## config.mk

```make
export PLATFORM = sky130hd
export DESIGN_NAME = uart_irq_prio
export DESIGN_NICKNAME = d
export VERILOG_FILES = /design/src/rtl/uart_irq_pkg.sv /design/src/rtl/irq_pend_flags.sv /design/src/rtl/irq_rx_timeout.sv /design/src/rtl/irq_prio_enc.sv /design/src/rtl/uart_irq_prio.sv
export SDC_FILE = /design/constraint.sdc
export NUM_CORES = 1
export LEC_CHECK = 0
export ABC_AREA = 1
export BUFFER_PORTS_ARGS = -buffer_cell sky130_fd_sc_hd__buf_2
export CAP_MARGIN = 20
export CORE_UTILIZATION = 45
export CTS_BUF_LIST = sky130_fd_sc_hd__clkbuf_8
export CTS_CLUSTER_SIZE = 28
export DETAILED_ROUTE_END_ITERATION = 10
export GPL_TIMING_DRIVEN = 0
export PLACE_DENSITY = 0.81
export SLEW_MARGIN = 40
export SYNTH_ARGS = -nofsm -noshare
export SYNTH_HDL_FRONTEND = slang
export SYNTH_SLANG_ARGS = --single-unit
```

## constraint.sdc

```tcl
create_clock -name clk -period 1.59 [get_ports clk]
set_clock_uncertainty 0.05 [all_clocks]
set_input_delay 0.0795 -clock clk [delete_from_list [all_inputs] [get_ports clk]]
set_output_delay 0.0795 -clock clk [all_outputs]
set_load 0.01 [all_outputs]
```

## src/rtl/uart_irq_pkg.sv

```systemverilog
package uart_irq_pkg;

  // source slots, listed from highest to lowest priority
  localparam int NSRC   = 7;
  localparam int S_LS   = 0;
  localparam int S_RXD  = 1;
  localparam int S_TO   = 2;
  localparam int S_THR  = 3;
  localparam int S_MS   = 4;
  localparam int S_XOFF = 5;
  localparam int S_FC   = 6;

  // sticky flag slots inside the flag bank
  localparam int NSTICKY = 5;
  localparam int F_LS    = 0;
  localparam int F_THR   = 1;
  localparam int F_MS    = 2;
  localparam int F_XOFF  = 3;
  localparam int F_FC    = 4;

  localparam logic [5:0] C_LS   = 6'b000110;
  localparam logic [5:0] C_RXD  = 6'b000100;
  localparam logic [5:0] C_TO   = 6'b001100;
  localparam logic [5:0] C_THR  = 6'b000010;
  localparam logic [5:0] C_MS   = 6'b000000;
  localparam logic [5:0] C_XOFF = 6'b010000;
  localparam logic [5:0] C_FC   = 6'b100000;
  localparam logic [5:0] C_NONE = 6'b000001;

  function automatic logic [5:0] src_code(input int idx);
    case (idx)
      S_LS:    return C_LS;
      S_RXD:   return C_RXD;
      S_TO:    return C_TO;
      S_THR:   return C_THR;
      S_MS:    return C_MS;
      S_XOFF:  return C_XOFF;
      S_FC:    return C_FC;
      default: return C_NONE;
    endcase
  endfunction

  // walk upward from the lowest slot so the highest pending slot wins
  function automatic logic [5:0] winner_code(input logic [NSRC-1:0] eff);
    logic [5:0] c;
    c = C_NONE;
    for (int i = NSRC - 1; i >= 0; i--) begin
      if (eff[i]) c = src_code(i);
    end
    return c;
  endfunction

  function automatic logic [NSRC-1:0] enable_map(input logic [7:0] ien,
                                                 input logic enh);
    logic [NSRC-1:0] en;
    en         = '0;
    en[S_LS]   = ien[2];
    en[S_RXD]  = ien[0];
    en[S_TO]   = ien[0];
    en[S_THR]  = ien[1];
    en[S_MS]   = ien[3];
    en[S_XOFF] = ien[5] & enh;
    en[S_FC]   = (ien[6] | ien[7]) & enh;
    return en;
  endfunction

endpackage

```

## src/rtl/irq_pend_flags.sv

```systemverilog
module irq_pend_flags #(
  parameter int N = 5
) (
  input  logic         clk,
  input  logic         rst_n,
  input  logic [N-1:0] set_i,
  input  logic [N-1:0] clr_i,
  output logic [N-1:0] pend_o
);

  for (genvar g = 0; g < N; g++) begin : g_flag
    logic q;
    always_ff @(posedge clk or negedge rst_n) begin
      if (!rst_n)        q <= 1'b0;
      else if (set_i[g]) q <= 1'b1;
      else if (clr_i[g]) q <= 1'b0;
    end
    assign pend_o[g] = q;

    AST_SET_HOLDS: assert property (@(posedge clk) disable iff (!rst_n)
      set_i[g] |=> pend_o[g]);
    AST_CLR_DROPS: assert property (@(posedge clk) disable iff (!rst_n)
      (clr_i[g] && !set_i[g]) |=> !pend_o[g]);
    AST_IDLE_KEEPS: assert property (@(posedge clk) disable iff (!rst_n)
      (!clr_i[g] && !set_i[g]) |=> $stable(pend_o[g]));
  end

endmodule

```

## src/rtl/irq_rx_timeout.sv

```systemverilog
module irq_rx_timeout #(
  parameter int TO_CHARS = 4
) (
  input  logic clk,
  input  logic rst_n,
  input  logic rx_empty_i,
  input  logic stop_ctr_i,
  input  logic rhr_rd_i,
  input  logic char_tick_i,
  input  logic clr_i,
  output logic to_pend_o
);

  localparam int CW = $clog2(TO_CHARS + 1);
  localparam logic [CW-1:0] LAST = CW'(TO_CHARS - 1);

  logic [CW-1:0] cnt_q;
  logic          to_q;
  logic          restart;
  logic          advance;
  logic          hit_limit;

  assign restart   = rx_empty_i | stop_ctr_i | rhr_rd_i | clr_i;
  assign advance   = char_tick_i & ~to_q & ~restart;
  assign hit_limit = advance & (cnt_q == LAST);

  always_ff @(posedge clk or negedge rst_n) begin
    if (!rst_n) begin
      cnt_q <= '0;
      to_q  <= 1'b0;
    end else if (restart) begin
      cnt_q <= '0;
      to_q  <= 1'b0;
    end else if (advance) begin
      cnt_q <= cnt_q + 1'b1;
      if (hit_limit) to_q <= 1'b1;
    end
  end

  assign to_pend_o = to_q;

  AST_TO_EMPTY_QUIET: assert property (@(posedge clk) disable iff (!rst_n)
    rx_empty_i |=> !to_pend_o);
  AST_TO_RESTART: assert property (@(posedge clk) disable iff (!rst_n)
    (stop_ctr_i || rhr_rd_i) |=> (cnt_q == '0 && !to_pend_o));
  AST_TO_FIRES: assert property (@(posedge clk) disable iff (!rst_n)
    hit_limit |=> to_pend_o);
  AST_TO_NO_EARLY: assert property (@(posedge clk) disable iff (!rst_n)
    (!to_pend_o && !hit_limit) |=> !to_pend_o);

endmodule

```

## src/rtl/irq_prio_enc.sv

```systemverilog
module irq_prio_enc
  import uart_irq_pkg::*;
(
  input  logic [NSRC-1:0] pend_i,
  input  logic [7:0]      ien_i,
  input  logic            enh_en_i,
  output logic [NSRC-1:0] eff_o,
  output logic [5:0]      code_o,
  output logic            any_o
);

  always_comb begin
    eff_o  = pend_i & enable_map(ien_i, enh_en_i);
    code_o = winner_code(eff_o);
    any_o  = |eff_o;
  end

endmodule

```

## src/rtl/uart_irq_prio.sv

```systemverilog
module uart_irq_prio
  import uart_irq_pkg::*;
#(
  parameter int TO_CHARS = 4
) (
  input  logic       clk,
  input  logic       rst_n,
  input  logic [7:0] ien_i,
  input  logic       enh_en_i,
  input  logic       fifo_en_i,
  input  logic       ls_evt_i,
  input  logic       rx_trig_i,
  input  logic       rx_empty_i,
  input  logic       stop_ctr_i,
  input  logic       char_tick_i,
  input  logic       thr_evt_i,
  input  logic       ms_evt_i,
  input  logic       xoff_evt_i,
  input  logic       fc_evt_i,
  input  logic       isr_rd_i,
  input  logic       rhr_rd_i,
  input  logic       lsr_rd_i,
  input  logic       msr_rd_i,
  input  logic       thr_wr_i,
  output logic [7:0] isr_o,
  output logic       irq_o
);

  logic [NSTICKY-1:0] flag_set;
  logic [NSTICKY-1:0] flag_clr;
  logic [NSTICKY-1:0] flag_q;
  logic [NSRC-1:0]    pend;
  logic [NSRC-1:0]    eff;
  logic [5:0]         code;
  logic               any_pend;
  logic               to_pend;
  logic               to_clr;

  // reported-source read hits, brought out for the assertions
  logic rd_hit_thr, rd_hit_to, rd_hit_xoff, rd_hit_fc;
  assign rd_hit_thr  = isr_rd_i & (code == C_THR);
  assign rd_hit_to   = isr_rd_i & (code == C_TO);
  assign rd_hit_xoff = isr_rd_i & (code == C_XOFF);
  assign rd_hit_fc   = isr_rd_i & (code == C_FC);
  assign to_clr      = rd_hit_to;

  always_comb begin
    flag_set         = '0;
    flag_set[F_LS]   = ls_evt_i;
    flag_set[F_THR]  = thr_evt_i;
    flag_set[F_MS]   = ms_evt_i;
    flag_set[F_XOFF] = xoff_evt_i;
    flag_set[F_FC]   = fc_evt_i;
    flag_clr         = '0;
    flag_clr[F_LS]   = lsr_rd_i;
    flag_clr[F_THR]  = thr_wr_i | rd_hit_thr;
    flag_clr[F_MS]   = msr_rd_i;
    flag_clr[F_XOFF] = rd_hit_xoff;
    flag_clr[F_FC]   = rd_hit_fc;
  end

  irq_pend_flags #(.N(NSTICKY)) u_flags (
    .clk    (clk),
    .rst_n  (rst_n),
    .set_i  (flag_set),
    .clr_i  (flag_clr),
    .pend_o (flag_q)
  );

  irq_rx_timeout #(.TO_CHARS(TO_CHARS)) u_timeout (
    .clk         (clk),
    .rst_n       (rst_n),
    .rx_empty_i  (rx_empty_i),
    .stop_ctr_i  (stop_ctr_i),
    .rhr_rd_i    (rhr_rd_i),
    .char_tick_i (char_tick_i),
    .clr_i       (to_clr),
    .to_pend_o   (to_pend)
  );

  always_comb begin
    pend         = '0;
    pend[S_LS]   = flag_q[F_LS];
    pend[S_RXD]  = rx_trig_i;
    pend[S_TO]   = to_pend;
    pend[S_THR]  = flag_q[F_THR];
    pend[S_MS]   = flag_q[F_MS];
    pend[S_XOFF] = flag_q[F_XOFF];
    pend[S_FC]   = flag_q[F_FC];
  end

  irq_prio_enc u_enc (
    .pend_i   (pend),
    .ien_i    (ien_i),
    .enh_en_i (enh_en_i),
    .eff_o    (eff),
    .code_o   (code),
    .any_o    (any_pend)
  );

  assign isr_o = {{2{fifo_en_i}}, code};
  assign irq_o = any_pend;

  AST_INT_VS_BIT0: assert property (@(posedge clk) disable iff (!rst_n)
    irq_o == !isr_o[0]);
  AST_LS_FIRST: assert property (@(posedge clk) disable iff (!rst_n)
    eff[S_LS] |-> isr_o[5:0] == C_LS);
  AST_RXD_OVER_TO: assert property (@(posedge clk) disable iff (!rst_n)
    (eff[S_RXD] && !eff[S_LS]) |-> isr_o[5:0] == C_RXD);
  AST_FLOW_NEEDS_ENH: assert property (@(posedge clk) disable iff (!rst_n)
    !enh_en_i |-> isr_o[5:4] == 2'b00);
  AST_RD_SPARES_LS: assert property (@(posedge clk) disable iff (!rst_n)
    (flag_q[F_LS] && isr_rd_i && !lsr_rd_i) |=> flag_q[F_LS]);
  AST_THR_RD_CLEARS: assert property (@(posedge clk) disable iff (!rst_n)
    (rd_hit_thr && !thr_evt_i) |=> !flag_q[F_THR]);

endmodule

```

# Word-level counts from Yosys, hierarchy flattened
# Index checks and enable logic that the tools add are counted.
# W data, S select, Z words.
[totals]
rom_bits = 0
elab_cells = 61
in_bits = 26
output_inout_bits = 9
ff_bits = 9
mem_count = 0
latchBits = 0
ramBits = 0
[op_classes]
add_sub_neg = 1
n_reduce_logical = 9
magnitude_cmp = 0
n_bitwise = 17
div_mod_pow = 0
eq_ne = 5
multipliers = 0
muxes = 22
shift = 0
[ops]
columns = ["cell", "n"]
rows = [
  ["$mux W6", 7],
  ["$reduce_bool A2 Y1", 7],
  ["$mux W1", 13],
  ["$and A1 B1 Y1", 9],
  ["$and A7 B7 Y7", 1],
  ["$reduce_or A7 Y1", 1],
  ["$eq A6 B2 Y1 const B", 1],
  ["$eq A6 B4 Y1 const B", 1],
  ["$eq A6 B5 Y1 const B", 1],
  ["$eq A6 B6 Y1 const B", 1],
  ["$mux W3", 2],
  ["$or A1 B1 Y1", 5],
  ["$add A3 B1 Y3 const B", 1],
  ["$eq A3 B2 Y1 const B", 1],
  ["$not A1 Y1", 2],
  ["$reduce_and A2 Y1", 1],
]

# Depth between registers and ports, before layout
[depth]
depth_word = 19
mapped_depth = 7
mapped_depth_nobuf = 7

# By module
# A second synthesis with hierarchy kept.
[unflattened]
hier_cells = 112
area_unflattened_um2 = 744.5
[modules_own_cells]
columns = ["mod", "n_inst", "seq_area_each_um2", "cells_per_inst", "area_per_inst_um2"]
rows = [
  ["irq_pend_flags", 1, 125.1, 30, 237.7],
  ["irq_rx_timeout", 1, 100.1, 27, 225.2],
  ["irq_prio_enc", 1, 0.0, 35, 185.2],
  ["uart_irq_prio", 1, 0.0, 20, 96.3],
]

# Worst setup path before layout
# No wires, ideal clock.
[synth_path]
path_type = "register to register"
startpoint = "register u_timeout.cnt_q[0]"
endpoint = "register u_timeout.cnt_q[2]"
required_time_ps = 1422
path_buffers = 0
setup_ps = 118
path_stages_with_launch = 6
synth_period_minus_slack_ps = 1132
slack_ps = 458
t_arrival_ps = 964
cell_sequence = "dfrtp_1 ha_1 ha_1 inv_1 nand4_1 nand2_1"
[synth_via]
elab_chain_cells = 3
[synth_rtl]
columns = ["element", "line", "rtl"]
rows = [
  ["start: declaration", "irq_rx_timeout.sv:17", "logic [CW-1:0] cnt_q;"],
  ["start signal: assignment", "irq_rx_timeout.sv:35", "cnt_q <= cnt_q + 1'b1;"],
  ["$add A3 B1 Y3", "irq_rx_timeout.sv:35", ""],
  ["$mux W3", "irq_rx_timeout.sv:34", "end else if (advance) begin"],
  ["$mux W3", "irq_rx_timeout.sv:31", "end else if (restart) begin"],
]
# Every way passes these cells. The select of a mux whose other input is x is not followed.
# A chain may end at the register's enable or synchronous reset.

# Worst setup path in the final report
[layout_path]
startpoint = "register u_flags.g_flag[0].q"
endpoint = "output isr_o[4]"
[layout_via]
elab_chain_cells = 2
[layout_rtl]
columns = ["element", "line", "rtl"]
rows = [
  ["start: declaration", "irq_pend_flags.sv:12", "logic q;"],
  ["start signal: assignment", "irq_pend_flags.sv:14", "if (!rst_n) q <= 1'b0;"],
  ["start signal: assignment", "irq_pend_flags.sv:15", "else if (set_i[g]) q <= 1'b1;"],
  ["start signal: assignment", "irq_pend_flags.sv:16", "else if (clr_i[g]) q <= 1'b0;"],
  ["$and A7 B7 Y7", "irq_prio_enc.sv:13", "eff_o = pend_i & enable_map(ien_i, enh_en_i);"],
  ["$mux W6", "uart_irq_pkg.sv:48", "if (eff[i]) c = src_code(i);"],
  ["end: declaration", "uart_irq_prio.sv:25", "output logic [7:0] isr_o,"],
]
# Every way passes these cells.

==> results.txt <==
The global-route track usage on met2 came out at 0.339. The routability-driven placement congestion ratio is 0.643. The tool flagged a number of max-cap violations equal to 0. The highest achievable clock rate came out at about 0.72 GHz. The power per unit of standard cell area is between 600 and 700 nW/um2.

The via total after detailed routing is 639. Clock-pin slew was measured on the worst setup and hold paths at around 0.05 ns. Setup repair after global routing left no endpoint under its margin.

The highest net fanout along the worst path is 4. The first-pass iteration count of the detailed router is 2. The site row count is 13. The max-slew headroom at the worst pin came out at 0.794.

The smallest setup slack after layout is 0.195 ns. Synthesis inferred 9 register bits. The global routing usage summed across all routing layers came out at 0.199. The synthesis-to-finish area growth is 44.1%. The die span in y came out at 39.9 um. The met1 demand-to-capacity share in global routing is 0.247.

The setup-violating endpoint count in the final report came out at 0. Of the post-synthesis cell area, the dominant cell type holds 0.348. The met3 routing resource usage after global routing came out at 0.0170. The largest net degree at the start of global routing is 10. For the final routed database, the setup TNS stands at 0 ns. The number of setup buffers added after CTS is 0. Data arrives at the worst endpoint at 1.27 ns.

For this run, the register share of the synthesized area comes to 0.348. The repair_antennas step left the layout with diodes totalling 0. The number of hold violations in the final report was 0. Once detailed placement completed, the half-perimeter wirelength came to 1.18 mm. The kind of path behind the tightest hold check is input port to flop. In this run the remaining antenna-violating nets after routing total 0. The max-slew violation count is 0. Data on the critical path is required at its endpoint by 1.46 ns. met2 is the most crowded layer.

The maximum buffer depth of the clock tree came out at 2. The final-stage net count came out at about 150. Dividing the detail-routed wire length by the instance count gives about 10 um. Subtracting the final worst setup slack from the clock period gives 1.39 ns. The design area is 932 um2.

The horizontal die dimension came out at 39.9 um. The worst setup path is captured at a primary output. The synthesized area per cell came out at 7.99 um2. The tree is rooted in a sky130_fd_sc_hd__clkbuf_8. The mapped netlist covers 647 um2. The number of design rule violations left after detail routing is 0. The gate count of the mapped netlist is 81.

Sorting the synthesized cells by area gives the leading types as sky130_fd_sc_hd__dfrtp_1 35%, sky130_fd_sc_hd__inv_1 9.3%, sky130_fd_sc_hd__nand2_1 9.3%, sky130_fd_sc_hd__nand4_1 5.8%, sky130_fd_sc_hd__nand2_4 5.2%. The layout has 116 filler cells. The total power consumption of the routed design came out at 638 uW. STA classifies the critical path startpoint as a flop. The floorplan step defined a die boundary enclosing around 1600 um2. The number of levels the H-tree was split into is 1. The clock tree from TritonCTS is done.

The synthesized design spends more area on one cell type than any other, namely sky130_fd_sc_hd__dfrtp_1. The routed design has 1.39 mm of wire. The transition time at the pin with the least slew margin came out at 0.307 ns. TritonCTS created 3 clock buffers. The number of standard cells in the final layout excluding fillers is around 140. The yosys synthesis warning count came out at 0. The number of placed instances, taps included, is between 100 and 150. The proportion of layout cells with a drive suffix above 1 came out at 0.439. The clock insertion delay at the later pin of the skew report came out at 0.23 ns. Timing analysis after detailed placement gives a worst setup slack of 0.414 ns. Across the VDD grid, the largest voltage drop is 0.000888 V. Port buffering added 32 buffers. The number of clock sinks seen by CTS came out at 9. In the finished design, the share of the clock period the worst path needs comes to 0.877. The number of global-route vias before repair came out at 519. The static leakage is 0.000556 uW. In the layout the commonest cells are 32 x sky130_fd_sc_hd__buf_2, 16 x sky130_fd_sc_hd__nand2_1, 16 x sky130_fd_sc_hd__inv_1. The initial utilization of the core area, before any placement, comes to 0.491. The setup path with the least slack is of type flop to primary output. The flow ran to the end, and the final reports show no timing, DRC or antenna violations. The area inside the core boundary came out at 1320 um2. The number of DRC markers after the initial detailed-route iteration came out at 6. The global route total overflow is 0. The cell area after placement is 826 um2. The wire length of the first global-routing pass is between 2 and 2.5 mm. The initial antenna violation count came to 0.

The post-synthesis cell type count is 22. Leaving out fill and tap cells, the most frequent cell in the layout is sky130_fd_sc_hd__buf_2. Using the TritonRoute via totals, the vias-per-cell ratio works out to 4.63. The number of top-level pins is 35. When the netlist entered floorplanning its net count stood at 109.
-- stage by stage --
step	util	hold slack, ns
floorplan	-	-0.266
global placement	0.627	-0.113
detailed placement	0.627	-0.113
CTS	0.692	0.00118
global route	0.708	0.0187
finish	0.708	0.00619
-- sequential cells by signal (all words and copies together) (netlist names) --
| register | cells |
|---|---|
| u_flags.g_flag.q | 5 |
| u_timeout.cnt_q | 3 |
| u_timeout.to_pend_o | 1 |
-- cell type report --
type | instances | area (um2) | share of cell area
multi-input cells | 50 | 330 | 0.354
flip-flops and latches | 9 | 225 | 0.242
repair buffers | 38 | 220 | 0.236
inverters | 20 | 76.3 | 0.0819
clock buffers | 3 | 41.3 | 0.0443
well taps | 15 | 18.8 | 0.0201
plain buffers | 2 | 15.0 | 0.0161
clock inverters | 1 | 5.00 | 0.00537
-- critical path, stage by stage, from the launching register on --
cell and delay [ns]:
sky130_fd_sc_hd__dfrtp_1 0.40, sky130_fd_sc_hd__nand2_4 0.11, sky130_fd_sc_hd__nand2_4 0.07, sky130_fd_sc_hd__nor2_4 0.15, sky130_fd_sc_hd__inv_2 0.06, sky130_fd_sc_hd__nor3_2 0.09, sky130_fd_sc_hd__buf_2 0.15
-- cells in the mapped netlist --
library cell,n
sky130_fd_sc_hd__a21oi_1,1
sky130_fd_sc_hd__buf_4,2
sky130_fd_sc_hd__clkinv_1,1
sky130_fd_sc_hd__clkinv_2,1
sky130_fd_sc_hd__dfrtp_1,9
sky130_fd_sc_hd__ha_1,2
sky130_fd_sc_hd__inv_1,16
sky130_fd_sc_hd__inv_2,2
sky130_fd_sc_hd__nand2_1,16
sky130_fd_sc_hd__nand2_2,2
sky130_fd_sc_hd__nand2_4,3
sky130_fd_sc_hd__nand3_1,5
sky130_fd_sc_hd__nand3_2,1
sky130_fd_sc_hd__nand4_1,6
sky130_fd_sc_hd__nand4_2,1
sky130_fd_sc_hd__nand4_4,1
sky130_fd_sc_hd__nor2_1,5
sky130_fd_sc_hd__nor2_2,1
sky130_fd_sc_hd__nor2_4,1
sky130_fd_sc_hd__nor3_2,2
sky130_fd_sc_hd__nor3_4,1
sky130_fd_sc_hd__o21bai_1,2
-- kinds of logic (layout without fill, tap and decap cells) --
kind of cell,Yosys count,after routing,synth area share
and+or+nand+nor,45,45,0.441
buffers and inverters,22,64,0.141
DFF,9,9,0.348
AOI/OAI and AO/OA,3,3,0.0309
adders and majority gates,2,2,0.0387
-- layer usage --
metal	wire length (um)	up-vias
met2	752	17
met5	0	-
li1	-	340
met3	33	2
met1	584	280
met4	14	0
-- worst paths after layout --
kind	start	endpoint	slack, ns	cells past startpoint
worst max register to register	u_timeout.cnt_q[0]$_DFFE_PN0P_	u_timeout.cnt_q[2]$_DFFE_PN0P_	0.40	5
max in group asynchronous	rst_n	u_flags.g_flag[2].q$_DFFE_PN0P_	1.12	2
worst min register to register	u_flags.g_flag[4].q$_DFFE_PN0P_	u_flags.g_flag[4].q$_DFFE_PN0P_	0.43	2
min in group asynchronous	rst_n	u_flags.g_flag[3].q$_DFFE_PN0P_	0.19	2
worst max-delay path	u_flags.g_flag[0].q$_DFFE_PN0P_	isr_o[4]	0.20	6
worst min-delay path	ms_evt_i	u_flags.g_flag[2].q$_DFFE_PN0P_	0.006	2
-- what timing repair did --
action / 4_1_cts / 5_1_grt
hold buffers: 4 / 2
endpoints found under the hold margin: 12 / 2
setup endpoints to repair: 0 / 0
gates resized for setup: 0 / 0
-- power breakdown --
group | switching [uW] | total (uW) | internal (uW)
sequential | 4.99 | 242 | 237
clock | 84.8 | 255 | 170
combinational | 76.1 | 141 | 64.9
Power figures use the tool's default switching activity.
